## src/rtl/dfp_pkg.sv

```systemverilog
package dfp_pkg;
  typedef enum logic [2:0] {
    ST_IDLE = 3'd0,
    ST_TR1  = 3'd1,
    ST_TR2  = 3'd2,
    ST_TC1  = 3'd3,
    ST_TC2  = 3'd4,
    ST_TPC  = 3'd5
  } dfp_state_e;
endpackage

```

## src/rtl/dfp_seq_fsm.sv

```systemverilog
module dfp_seq_fsm
  import dfp_pkg::*;
#(
  parameter int BEATS = 4
) (
  input  logic                       clk,
  input  logic                       rst_n,
  input  logic                       start,
  input  logic                       line_mode,
  input  logic                       page_mode,
  output dfp_state_e                 state,
  output logic [$clog2(BEATS)-1:0]   beat_idx,
  output logic                       done
);
  localparam int CNT_W = $clog2(BEATS + 1);
  localparam int IDX_W = $clog2(BEATS);

  dfp_state_e       st_q, st_d;
  logic [CNT_W-1:0] cnt_q, cnt_d;
  logic [CNT_W-1:0] n_beats;
  logic [CNT_W-1:0] cnt_inc;

  assign n_beats = line_mode ? CNT_W'(BEATS) : CNT_W'(1);
  assign cnt_inc = cnt_q + CNT_W'(1);

  always_comb begin
    st_d  = st_q;
    cnt_d = cnt_q;
    case (st_q)
      ST_IDLE: if (start) begin
        st_d  = ST_TR1;
        cnt_d = '0;
      end
      ST_TR1: st_d = ST_TR2;
      ST_TR2: st_d = ST_TC1;
      ST_TC1: st_d = ST_TC2;
      ST_TC2: begin
        cnt_d = cnt_inc;
        if (cnt_inc == n_beats)  st_d = ST_TPC;
        else if (page_mode)      st_d = ST_TC1;
        else                     st_d = ST_TPC;
      end
      ST_TPC: st_d = (cnt_q == n_beats) ? ST_IDLE : ST_TR1;
      default: st_d = ST_IDLE;
    endcase
  end

  always_ff @(posedge clk or negedge rst_n) begin
    if (!rst_n) begin
      st_q  <= ST_IDLE;
      cnt_q <= '0;
    end else begin
      st_q  <= st_d;
      cnt_q <= cnt_d;
    end
  end

  assign state    = st_q;
  assign beat_idx = cnt_q[IDX_W-1:0];
  assign done     = (st_q == ST_TPC) && (cnt_q == n_beats);
endmodule

```

## src/rtl/dfp_wrap_col.sv

```systemverilog
module dfp_wrap_col #(
  parameter int COL_W = 6,
  parameter int IDX_W = 2
) (
  input  logic [COL_W-IDX_W-1:0] col_hi,
  input  logic [IDX_W-1:0]       start_idx,
  input  logic [IDX_W-1:0]       beat_idx,
  output logic [IDX_W-1:0]       word_idx,
  output logic [COL_W-1:0]       col
);
  // modulo-line wrap falls out of the IDX_W-bit add
  assign word_idx = start_idx + beat_idx;
  assign col      = {col_hi, word_idx};
endmodule

```

## src/rtl/dfp_line_buf.sv

```systemverilog
module dfp_line_buf #(
  parameter int DATA_W = 64,
  parameter int BEATS  = 4
) (
  input  logic                      clk,
  input  logic                      rst_n,
  input  logic                      cap_en,
  input  logic [$clog2(BEATS)-1:0]  cap_idx,
  input  logic [DATA_W-1:0]         cap_data,
  input  logic [BEATS*DATA_W-1:0]   wr_line,
  input  logic [$clog2(BEATS)-1:0]  sel_idx,
  output logic [BEATS*DATA_W-1:0]   rd_line,
  output logic [DATA_W-1:0]         wr_word
);
  localparam int IDX_W = $clog2(BEATS);

  for (genvar g = 0; g < BEATS; g++) begin : g_slot
    logic slot_en;
    assign slot_en = cap_en && (cap_idx == IDX_W'(g));
    always_ff @(posedge clk or negedge rst_n) begin
      if (!rst_n) begin
        rd_line[g*DATA_W +: DATA_W] <= '0;
      end else if (slot_en) begin
        rd_line[g*DATA_W +: DATA_W] <= cap_data;
      end
    end
  end

  assign wr_word = wr_line[sel_idx*DATA_W +: DATA_W];
endmodule

```

## src/rtl/dfp_burst_ctrl.sv

```systemverilog
module dfp_burst_ctrl
  import dfp_pkg::*;
#(
  parameter int ADDR_W     = 13,
  parameter int COL_W      = 6,
  parameter int DATA_W     = 64,
  parameter int LINE_BYTES = 32
) (
  input  logic                                   clk,
  input  logic                                   rst_n,
  input  logic                                   cfg_burst_en,
  input  logic                                   req_valid,
  output logic                                   req_ready,
  input  logic [ADDR_W-1:0]                      req_waddr,
  input  logic                                   req_line,
  input  logic                                   req_write,
  input  logic [(LINE_BYTES/(DATA_W/8))*DATA_W-1:0] req_wdata,
  output logic                                   rsp_done,
  output logic [(LINE_BYTES/(DATA_W/8))*DATA_W-1:0] rsp_rdata,
  output logic                                   dram_ras_n,
  output logic                                   dram_cas_n,
  output logic [((ADDR_W-COL_W) > COL_W ? (ADDR_W-COL_W) : COL_W)-1:0] dram_addr,
  output logic                                   dram_rnw,
  output logic                                   dram_bs_n,
  output logic [DATA_W-1:0]                      dram_dq_out,
  output logic                                   dram_dq_oe,
  input  logic [DATA_W-1:0]                      dram_dq_in
);
  localparam int BUS_BYTES = DATA_W / 8;
  localparam int BEATS     = LINE_BYTES / BUS_BYTES;
  localparam int IDX_W     = $clog2(BEATS);
  localparam int ROW_W     = ADDR_W - COL_W;
  localparam int MA_W      = (ROW_W > COL_W) ? ROW_W : COL_W;
  localparam int LINE_W    = BEATS * DATA_W;

  // request capture, clock-enabled on acceptance
  logic              accept;
  logic [ROW_W-1:0]  row_q;
  logic [COL_W-1:0]  col_q;
  logic              line_q;
  logic              write_q;
  logic              page_q;
  logic [LINE_W-1:0] wdata_q;

  assign accept = req_valid && req_ready;

  always_ff @(posedge clk or negedge rst_n) begin
    if (!rst_n) begin
      row_q   <= '0;
      col_q   <= '0;
      line_q  <= 1'b0;
      write_q <= 1'b0;
      page_q  <= 1'b0;
      wdata_q <= '0;
    end else if (accept) begin
      row_q   <= req_waddr[ADDR_W-1:COL_W];
      col_q   <= req_waddr[COL_W-1:0];
      line_q  <= req_line;
      write_q <= req_write;
      page_q  <= cfg_burst_en;
      wdata_q <= req_wdata;
    end
  end

  dfp_state_e       st;
  logic [IDX_W-1:0] beat_idx;
  logic             seq_done;

  dfp_seq_fsm #(.BEATS(BEATS)) u_fsm (
    .clk       (clk),
    .rst_n     (rst_n),
    .start     (accept),
    .line_mode (line_q),
    .page_mode (page_q),
    .state     (st),
    .beat_idx  (beat_idx),
    .done      (seq_done)
  );

  logic [IDX_W-1:0] word_idx;
  logic [COL_W-1:0] col_cur;

  dfp_wrap_col #(.COL_W(COL_W), .IDX_W(IDX_W)) u_wrap (
    .col_hi    (col_q[COL_W-1:IDX_W]),
    .start_idx (col_q[IDX_W-1:0]),
    .beat_idx  (beat_idx),
    .word_idx  (word_idx),
    .col       (col_cur)
  );

  logic              cap_en;
  logic [DATA_W-1:0] wr_word;

  assign cap_en = (st == ST_TC2) && !write_q;

  dfp_line_buf #(.DATA_W(DATA_W), .BEATS(BEATS)) u_buf (
    .clk      (clk),
    .rst_n    (rst_n),
    .cap_en   (cap_en),
    .cap_idx  (word_idx),
    .cap_data (dram_dq_in),
    .wr_line  (wdata_q),
    .sel_idx  (word_idx),
    .rd_line  (rsp_rdata),
    .wr_word  (wr_word)
  );

  // pin decode from registered state
  always_comb begin
    dram_ras_n  = 1'b1;
    dram_cas_n  = 1'b1;
    dram_bs_n   = 1'b1;
    dram_addr   = MA_W'(row_q);
    dram_rnw    = 1'b1;
    dram_dq_oe  = 1'b0;
    dram_dq_out = wr_word;
    case (st)
      ST_TR1: begin
        dram_rnw = !write_q;
      end
      ST_TR2: begin
        dram_ras_n = 1'b0;
        dram_rnw   = !write_q;
      end
      ST_TC1: begin
        dram_ras_n = 1'b0;
        dram_bs_n  = 1'b0;
        dram_addr  = MA_W'(col_cur);
        dram_rnw   = !write_q;
        dram_dq_oe = write_q;
      end
      ST_TC2: begin
        dram_ras_n = 1'b0;
        dram_cas_n = 1'b0;
        dram_addr  = MA_W'(col_cur);
        dram_rnw   = !write_q;
        dram_dq_oe = write_q;
      end
      default: begin
      end
    endcase
  end

  assign req_ready = (st == ST_IDLE);
  assign rsp_done  = seq_done;
endmodule

```

## config.mk

```make
export PLATFORM = sky130hd
export DESIGN_NAME = dfp_burst_ctrl
export DESIGN_NICKNAME = d
export VERILOG_FILES = /design/src/rtl/dfp_pkg.sv /design/src/rtl/dfp_seq_fsm.sv /design/src/rtl/dfp_wrap_col.sv /design/src/rtl/dfp_line_buf.sv /design/src/rtl/dfp_burst_ctrl.sv
export SDC_FILE = /design/constraint.sdc
export NUM_CORES = 1
export LEC_CHECK = 0
export ABC_AREA = 0
export BUFFER_PORTS_ARGS = -buffer_cell sky130_fd_sc_hd__buf_4
export CORE_AREA = 10 10 253 255
export CTS_BUF_LIST = sky130_fd_sc_hd__clkbuf_8
export CTS_CLUSTER_SIZE = 20
export DETAILED_ROUTE_END_ITERATION = 8
export DIE_AREA = 0 0 263 265
export SLEW_MARGIN = 30
export SYNTH_ARGS = -nofsm -noshare
export SYNTH_HDL_FRONTEND = slang
export SYNTH_HIERARCHICAL = 1
export SYNTH_SLANG_ARGS = --single-unit
export TNS_END_PERCENT = 5
```

## constraint.sdc

```tcl
create_clock -name clk -period 3.7 [get_ports clk]
set_input_delay 1.11 -clock clk [delete_from_list [all_inputs] [get_ports clk]]
set_output_delay 1.11 -clock clk [all_outputs]
set_load 0.01 [all_outputs]
```

After elaboration in Yosys (flattened, before gate mapping)
Index checks and enable logic that the tools add are counted.
{"block": "word_totals", "output_inout_bits": 334, "register_bits": 534, "wordCells": 55}
{"block": "classes", "n_eq_ne": 11, "mux": 14, "n_addsub": 2, "reduce_logical": 15, "n_shift": 1}
{"operator": "$shiftx 256x9->64", "count": 1}
{"operator": "$pmux 3 s6", "count": 1}
{"operator": "$mux 3", "count": 5}
{"operator": "$logic_and 1x1->1", "count": 7}
{"operator": "$mux 7", "count": 1}
{"operator": "$eq 3x2->1 const B", "count": 2}
{"operator": "$eq 3x3->1", "count": 2}
{"operator": "$eq 3x3->1 const B", "count": 2}
{"operator": "$mux 1", "count": 6}
{"operator": "$pmux 3 s2", "count": 1}
{"operator": "$eq 2x2->1 const B", "count": 2}
{"operator": "$reduce_or 4->1", "count": 1}
{"operator": "$add 3x1->3 const B", "count": 1}
{"operator": "$eq 3x1->1 const B", "count": 1}
{"operator": "$logic_not 3->1", "count": 1}
{"operator": "$reduce_or 3->1", "count": 1}
{"operator": "$add 2x2->2", "count": 1}
{"operator": "$eq 2x1->1 const B", "count": 1}
{"operator": "$logic_not 2->1", "count": 1}
{"operator": "$ne 2x1->1 const B", "count": 1}
{"operator": "$reduce_and 2->1", "count": 1}
{"operator": "$reduce_bool 2->1", "count": 1}
{"operator": "$reduce_or 2->1", "count": 1}
{"operator": "$logic_not 1->1", "count": 1}

Depth between registers and ports, before layout
Gate-level depths: netlist of run 1.
{"block": "logic_depth", "word_depth": 4, "mapped_depth": 8, "depth_no_buf": 5}

Cells and area by module
Netlist of run 1, hierarchy kept.
{"mod": "dfp_burst_ctrl", "cells_per_inst": 637, "seq_area_each_um2": 6806.5, "n_inst": 1, "area_per_inst_um2": 11613.6}
{"mod": "dfp_line_buf", "cells_per_inst": 621, "seq_area_each_um2": 6406.1, "n_inst": 1, "area_per_inst_um2": 11297.1}
{"mod": "dfp_seq_fsm", "cells_per_inst": 40, "seq_area_each_um2": 150.1, "n_inst": 1, "area_per_inst_um2": 397.9}
{"mod": "dfp_wrap_col", "cells_per_inst": 8, "seq_area_each_um2": 0.0, "n_inst": 1, "area_per_inst_um2": 81.3}

Worst setup path before layout of run 1
OpenSTA, ideal clock, no wires.
{"block": "synth_timing", "kind": "flip-flop to output port", "from": "reg u_fsm.cnt_q[0]", "to": "out dram_dq_out[0]", "path_stages_with_launch": 8, "required_ns": 2.590, "arrival_time_ns": 2.140, "n_path_buf": 4, "setup_slack_ns": 0.450, "path_cell_list": "dfrtp_1 buf_4 ha_1 xor3_1 buf_4 clkbuf_1 buf_2 mux4_2"}
{"block": "synth_via", "elab_chain_cells": 2}
{"element": "start, declared", "line_no": "dfp_seq_fsm.sv:19", "source": "logic [CNT_W-1:0] cnt_q, cnt_d;"}
{"element": "start signal, assigned", "line_no": "dfp_seq_fsm.sv:54", "source": "cnt_q <= cnt_d;"}
{"element": "$add 2x2->2", "line_no": "dfp_wrap_col.sv:12", "source": "assign word_idx = start_idx + beat_idx;"}
{"element": "via col_cur[1]", "line_no": "dfp_burst_ctrl.sv:81", "source": "logic [COL_W-1:0] col_cur;"}
{"element": "$shiftx 256x9->64", "line_no": "dfp_line_buf.sv:29", "source": "assign wr_word = wr_line[sel_idx*DATA_W +: DATA_W];"}
{"element": "end, declared", "line_no": "dfp_burst_ctrl.sv:25", "source": "output logic [DATA_W-1:0] dram_dq_out,"}
The timed path passes the listed nets, and every way through them passes these cells.

Worst setup path in the final report of run 1
{"block": "layout_timing", "from": "reg u_fsm.cnt_q[0]", "to": "out dram_dq_out[39]"}
Same word-level chain as after synthesis.

==> impl_metrics.csv, run 1 <==
group,metric,value,unit
outcome,outcome,"completed",
final_layout,seqCellArea,0.0134,mm2
die,start_util,39.8,%
synth,synth.most_common_cell,"dfrtp_1",
timing,setup_slack,0.0689,ns
power_and_ir_drop,p_int,21.3,mW
final_layout,fillers,4926,
clocking,clockBufferDepth,3,
synth,synth.area.top_cells,"dfrtp_1 57%, mux2_4 16%, mux2_2 10%",
routing,antenna_left,0,
timing,fin_skew,0.0489,ns
power_and_ir_drop,pwr-share-clk,17.3,%
die,die_area,0.0697,mm2
power_and_ir_drop,p_switching,10.8,mW
final_layout,syn_to_final_growth,33.3,%
synth,ys_top_cells_by_count,"534 x dfrtp_1, 250 x mux2_4, 212 x mux2_2",
die,die_h,265,um
power_and_ir_drop,sequentialPowerShare,33.3,%
clocking,htree_levels,3,
clocking,clk_pin_slew_worst_paths,0.06,ns
timing,maxSlewHeadroom,56.8,%
routing,avgViaCountPerCell,4.92,
synth,synth_seq_cells,534,
worst_setup_path,worstPathRequired,2.59,ns
worst_setup_path,start_kind,"register",
global_routing,antenna_found_initial,21,
power_and_ir_drop,p_leak,15.0,nW
synth,synth_ff_type,"dfrtp_1",
timing,timing.final.crit_period,3.63,ns
global_routing,use_met2,35.9,%
timing,max_freq,0.275,GHz
worst_setup_path,cp_max_fo,15,
synth,yosysTopAreaCellShare,57.1,%
power_and_ir_drop,ir_drop,0.000724,V
power_and_ir_drop,power.density,1030,mW/mm2
die,ioPinCount,673,
final_layout,num-nets-final,2377,
placement,dp_hpwl,57700,um
die,core.rowCount,89,
routing,wl_per_cell,26.2,um
global_routing,grt_pass1_vias,15800,
synth,ys_warn_count,6,
power_and_ir_drop,power,32.1,mW
placement,port_buffers,672,
timing,hold_viol_final,0,
synth,synth_nets,1647,
synth,synth_top_area_cell,"dfrtp_1",
global_routing,grt_pass1_wl,111000,um
die,core-area,0.0588,mm2
clocking,cts_buffers,92,
power_and_ir_drop,pwr-share-comb,49.5,%
global_routing,grtUsageMet3,8.59,%
worst_setup_path,critPathCaptureType,"output port",
routing,vias,14300,
timing,rsz0062_at_grt,"yes",
worst_setup_path,crit_type,"register to output port",
global_routing,busiest_layer,"met2",
worst_setup_path,arrival,2.52,ns
timing,finalSetupViolations,0,
routing,drtIter0Drc,703,
timing,worstMarginPinSlew,0.647,ns
global_routing,grt_max_degree,81,
global_routing,grt_usage,21.1,%
placement,place_ws,0.409,ns
clocking,ctsHoldBuffers,0,
synth,synth-async-reset-ratio,100,%
clocking,clock_latency,0.69,ns
synth,syn_area_per_cell,17.9,um2
synth,netlist_instances,1306,
timing,final_max_slew_viol_count,0,
worst_setup_path,rrSetupSlack,1.09,ns
clocking,cts_tree,"done",
synth,syn-cell-area,0.0234,mm2
min_path,hold_class,"input pin to asynchronous set/reset pin",
synth,synth_edf_count,0,
die,die_x,263,um
routing,first_pass_iters,4,
synth,yosysSeqAreaShare,57.1,%
placement,gp_congestion,0.863,
power_and_ir_drop,p_sw_share,33.7,%
final_layout,multi_input_area,0.00901,mm2
routing,post-route-drc-count,0,
final_layout,drive_gt1_share,66.2,%
clocking,cts.sinks,534,
global_routing,overflow,0,
synth,synth.distinct_cells,43,
timing,period_share,98.1,%
clocking,cts-root-buf,"clkbuf_8",
routing,drt_wl_total,75800,um
global_routing,grtUsageMet1,23.8,%
run,maxCapViolations,0,
-- critical path, stage by stage, from the launching register on --
cell,delay (ns)
dfrtp_2,0.42
ha_4,0.16
xor3_4,0.43
bufbuf_16,0.35
mux4_2,0.31
buf_4,0.16
-- power by group through the flow --
stage          logic (mW)  registers, mW  clock network (mW)
2_1_floorplan        8.64           10.6                   0
3_3_place_gp         15.3           10.7                   0
3_5_place_dp         15.5           10.7                   0
4_1_cts              15.9           10.7                5.70
5_1_grt              16.8           11.0                6.00
6_report             15.9           10.7                5.54
-- worst paths after layout --
path,startpoint,to,cells past startpoint
setup reg to reg,u_fsm/cnt_q[0],u_buf/rd_line[19],7
min in group clk,u_buf/rd_line[60],u_buf/rd_line[60],1
setup / recovery,u_fsm/cnt_q[0],dram_dq_out[39],5
max in group asynchronous,rst_n,u_buf/rd_line[245],3
hold / removal,rst_n,wdata_q[142],1
hold reg to reg,u_buf/rd_line[60],u_buf/rd_line[60],1
-- flip-flops by register name (all words and copies together), names as in the netlist --
name	cells
col_q	6
write_q	1
u_fsm/state	3
row_q	7
u_buf/rd_line	256
page_q	1
u_fsm/cnt_q	3
line_q	1
wdata_q	256
-- cells in the final DEF (no fill, tap or decap), types with 3 or more instances in the layout --
cell type	n
mux2_1	66
o21ai_0	16
dfrtp_1	533
nor3b_1	6
clkinv_2	8
nor2_1	6
buf_12	24
mux4_2	64
mux2_4	250
nor3_1	8
buf_4	676
buf_6	21
nor2b_1	17
o311a_1	6
diode_2	17
inv_1	32
mux2_2	212
clkbuf_8	120
nand3b_1	3
-- kinds of logic after synthesis --
family / Yosys count / share of synthesized area (%)
AND/OR/NAND/NOR: 54 / 1.53
buffers and inverters: 89 / 4.51
XOR/XNOR: 2 / 0.139
AO/OA/AOI/OAI: 31 / 0.899
flip-flops: 534 / 57.1
adder cells (fa/ha/maj): 2 / 0.107
multiplexers: 594 / 35.7
-- layout make-up --
type                            instances  share of cell area [%]
Antenna cell                           17                   0.136
Clock buffer                          120                    5.30
Clock inverter                         47                   0.903
Inverter                                1                  0.0120
Multi-Input combinational cell        683                    28.9
Sequential cell                       534                    42.8
Tap cell                              773                    3.10
Timing Repair Buffer                  724                    18.8
-- metrics by stage --
| stage | utilization, % | TNS, ns | cell area [um2] | hold slack (ns) | instances |
|---|---|---|---|---|---|
| floorplan | - | 0 | 23400 | 0.473 | 1306 |
| global route | 53.0 | -0.618 | 31200 | 0.381 | 2897 |
| detailed placement | 49.4 | 0 | 29000 | 0.476 | 2707 |
| CTS | 52.9 | -0.117 | 31100 | 0.373 | 2882 |
| finish | 53.0 | 0 | 31200 | 0.388 | 2899 |
| global placement | 49.4 | 0 | 29000 | 0.469 | 2707 |
-- what timing repair did --
action	4_1_cts	5_1_grt
setup endpoints to repair	66	52
resized for setup	5	18
pin swaps	2	0
cloned	2	0
buffers inserted	6	0
-- metal layers --
metal  vias to the layer above  share of wire [%]
met3                        97                9.2
met5                         -              0.094
li1                       6269                  -
met4                        10                2.1
met2                       520                 51
met1                      7375                 38
(Power assumes the default switching activity.)
==> run 2: changes to the inputs <==
Settings changed: CORE_AREA 10 10 253 255 to 10 10 251 253, DIE_AREA 0 0 263 265 to 0 0 261 263.
==> run 2 against run 1 <==
Effect of this change:
- cell area down 0.48%
- register-to-register slack worse by 0.25 ns
- clock-buffer cell count down 9
- combinational power is essentially flat
- first-iteration DRC count decreased by 5.8%
- critical path depth is 1 lower
- largest cell class unchanged
==> impl_metrics.csv, run 2 (synthesis gave the netlist of run 1 again) <==
group,metric,value,unit
die,core-area,0.0582,mm2
die,core.rowCount,89,
worst_setup_path,start_kind,"register",
timing,final_max_slew_viol_count,0,
global_routing,antenna_found_initial,24,
worst_setup_path,slowest_delay,0.62,ns
timing,rsz0062_at_grt,"no",
power_and_ir_drop,p_leak,14.9,nW
worst_setup_path,crit_type,"register to output port",
timing,setup_slack,0.105,ns
timing,fin_hold_ws,0.392,ns
global_routing,grt_max_degree,98,
final_layout,syn_to_final_growth,32.7,%
power_and_ir_drop,ir_drop,0.000623,V
routing,first_pass_iters,4,
power_and_ir_drop,p_switching,10.8,mW
clocking,cts_buffers,91,
final_layout,num-nets-final,2392,
final_layout,final_cell_mix,"708 x buf_4, 533 x dfrtp_1, 250 x mux2_4, 212 x mux2_2, 111 x clkbuf_8",
timing,finalSetupViolations,0,
die,die_x,261,um
global_routing,grt_pass1_vias,16200,
worst_setup_path,worstPathRequired,2.59,ns
timing,hold_viol_final,0,
timing,tns,0,ns
timing,maxSlewHeadroom,47.7,%
routing,wl_per_cell,26.4,um
final_layout,final_common_cell,"buf_4",
power_and_ir_drop,pwr-share-comb,49.5,%
timing,fin_skew,0.0253,ns
timing,timing.final.crit_period,3.59,ns
routing,vias,14500,
clocking,cts_tree,"done",
timing,max_freq,0.278,GHz
clocking,clock_latency,0.66,ns
power_and_ir_drop,p_sw_share,34.2,%
clocking,htree_levels,3,
timing,worstMarginPinSlew,0.782,ns
placement,gp_congestion,0.879,
min_path,hold_class,"input pin to asynchronous set/reset pin",
routing,drt_wl_total,76800,um
routing,drtIter0Drc,662,
die,die_h,263,um
power_and_ir_drop,power.density,1010,mW/mm2
worst_setup_path,critPathBufInv,2,
clocking,clk_pin_slew_worst_paths,0.06,ns
final_layout,fillers,4881,
power_and_ir_drop,pwr-share-clk,16.3,%
final_layout,finalNonFillerCells,2904,
placement,port_buffers,672,
routing,post-route-drc-count,0,
die,start_util,40.2,%
routing,antenna_left,0,
worst_setup_path,cp_max_fo,27,
final_layout,drive_gt1_share,66.2,%
power_and_ir_drop,sequentialPowerShare,34.1,%
global_routing,grt_usage,21.8,%
final_layout,largestRegisters,"u_buf/rd_line: 256 flops, wdata_q: 256 flops, row_q: 7 flops",
worst_setup_path,r2r-start,"u_fsm/cnt_q[1]",
clocking,cts-root-buf,"clkbuf_8",
die,ioPinCount,673,
placement,place_ws,0.429,ns
routing,avgViaCountPerCell,4.99,
worst_setup_path,slowest_stage,"xor3_4",
die,die_area,0.0686,mm2
outcome,outcome,"completed",
power_and_ir_drop,p_int,20.7,mW
worst_setup_path,crit_start,"u_fsm/cnt_q[1]",
worst_setup_path,arrival,2.48,ns
worst_setup_path,crit_chain,"xor3_4 -> buf_12 -> mux4_2 -> buf_4",
placement,dp_hpwl,59100,um
global_routing,grt_pass1_wl,112000,um
clocking,clockBufferDepth,3,
run,maxCapViolations,0,
timing,period_share,97.2,%
placement,post-place-cells,2722,
worst_setup_path,cp_top_family,"XOR/XNOR gates",
clocking,cts.sinks,534,
global_routing,overflow,0,
worst_setup_path,critPathCaptureType,"output port",
-- run 2: cell types whose count changed in the layout (fill, tap and decap cells not counted), sizes merged --
cell,previous run,this run
inv,37,38
bufbuf,2,1
clkinv,9,8
bufinv,2,0
buf,722,739
clkinvlp,0,1
diode,17,16
clkbuf,120,111
-- run 2: path summary, 6_finish.rpt --
path                            cells after the start           endpoint  slack (ns)
worst max-delay path                                4    dram_dq_out[50]        0.11
worst min-delay path                                1       wdata_q[206]        0.39
worst max register to register                      6  u_buf/rd_line[75]        0.84
worst min register to register                      1  u_buf/rd_line[19]        0.49
max in group asynchronous                           3       wdata_q[235]        2.22
min in group clk                                    1  u_buf/rd_line[19]        0.49
-- run 2: metal layers --
metal	global-route usage [%]	routed length [um]
met3	8.98	7750
met2	37.3	39000
met1	23.6	27600
met4	8.76	2190
met5	0	138
-- run 2: final cells by class --
cell class / instances / area [um2] / share of cell area, %
clock inverter: 46 / 224 / 0.722
antenna: 16 / 40.0 / 0.129
clock buffer: 111 / 1530 / 4.92
tap: 773 / 967 / 3.12
multi-input combinational: 683 / 9000 / 29.0
sequential: 534 / 13400 / 43.1
timing repair buffer: 740 / 5910 / 19.0
inverter: 1 / 3.75 / 0.0121
-- run 2: repair_timing --
action	CTS	global route
pin swaps	2	1
setup buffers	8	0
resized for setup	6	1
gates cloned	1	0
setup endpoints to repair	66	1
hold buffers	0	0
-- run 2: stage by stage --
stage / utilization, % / area, um2 / total power, mW
floorplan: - / 23400 / 19.3
global placement: 50.0 / 29100 / 26.0
detailed placement: 50.0 / 29100 / 26.2
CTS: 53.2 / 31000 / 31.8
global route: 53.3 / 31000 / 33.1
finish: 53.3 / 31000 / 31.4
-- run 2: worst reg2reg max path, delay by kind of cell (launching register included) --
| family | cells | cell delay, ns |
|---|---|---|
| AND/OR/NAND/NOR | 1 | 0.61 |
| XOR/XNOR | 1 | 0.66 |
| flip-flops | 1 | 0.40 |
| multiplexers | 1 | 0.32 |
| buffers and inverters | 3 | 0.76 |
-- run 2: power groups by stage --
stage                     registers [mW]  logic, mW  clock network [mW]
after global placement              10.8       15.2                   0
after global routing                11.0       16.5                5.60
after CTS                           10.7       15.8                5.32
final                               10.7       15.6                5.13
after floorplan                     10.6       8.64                   0
after detailed placement            10.8       15.5                   0
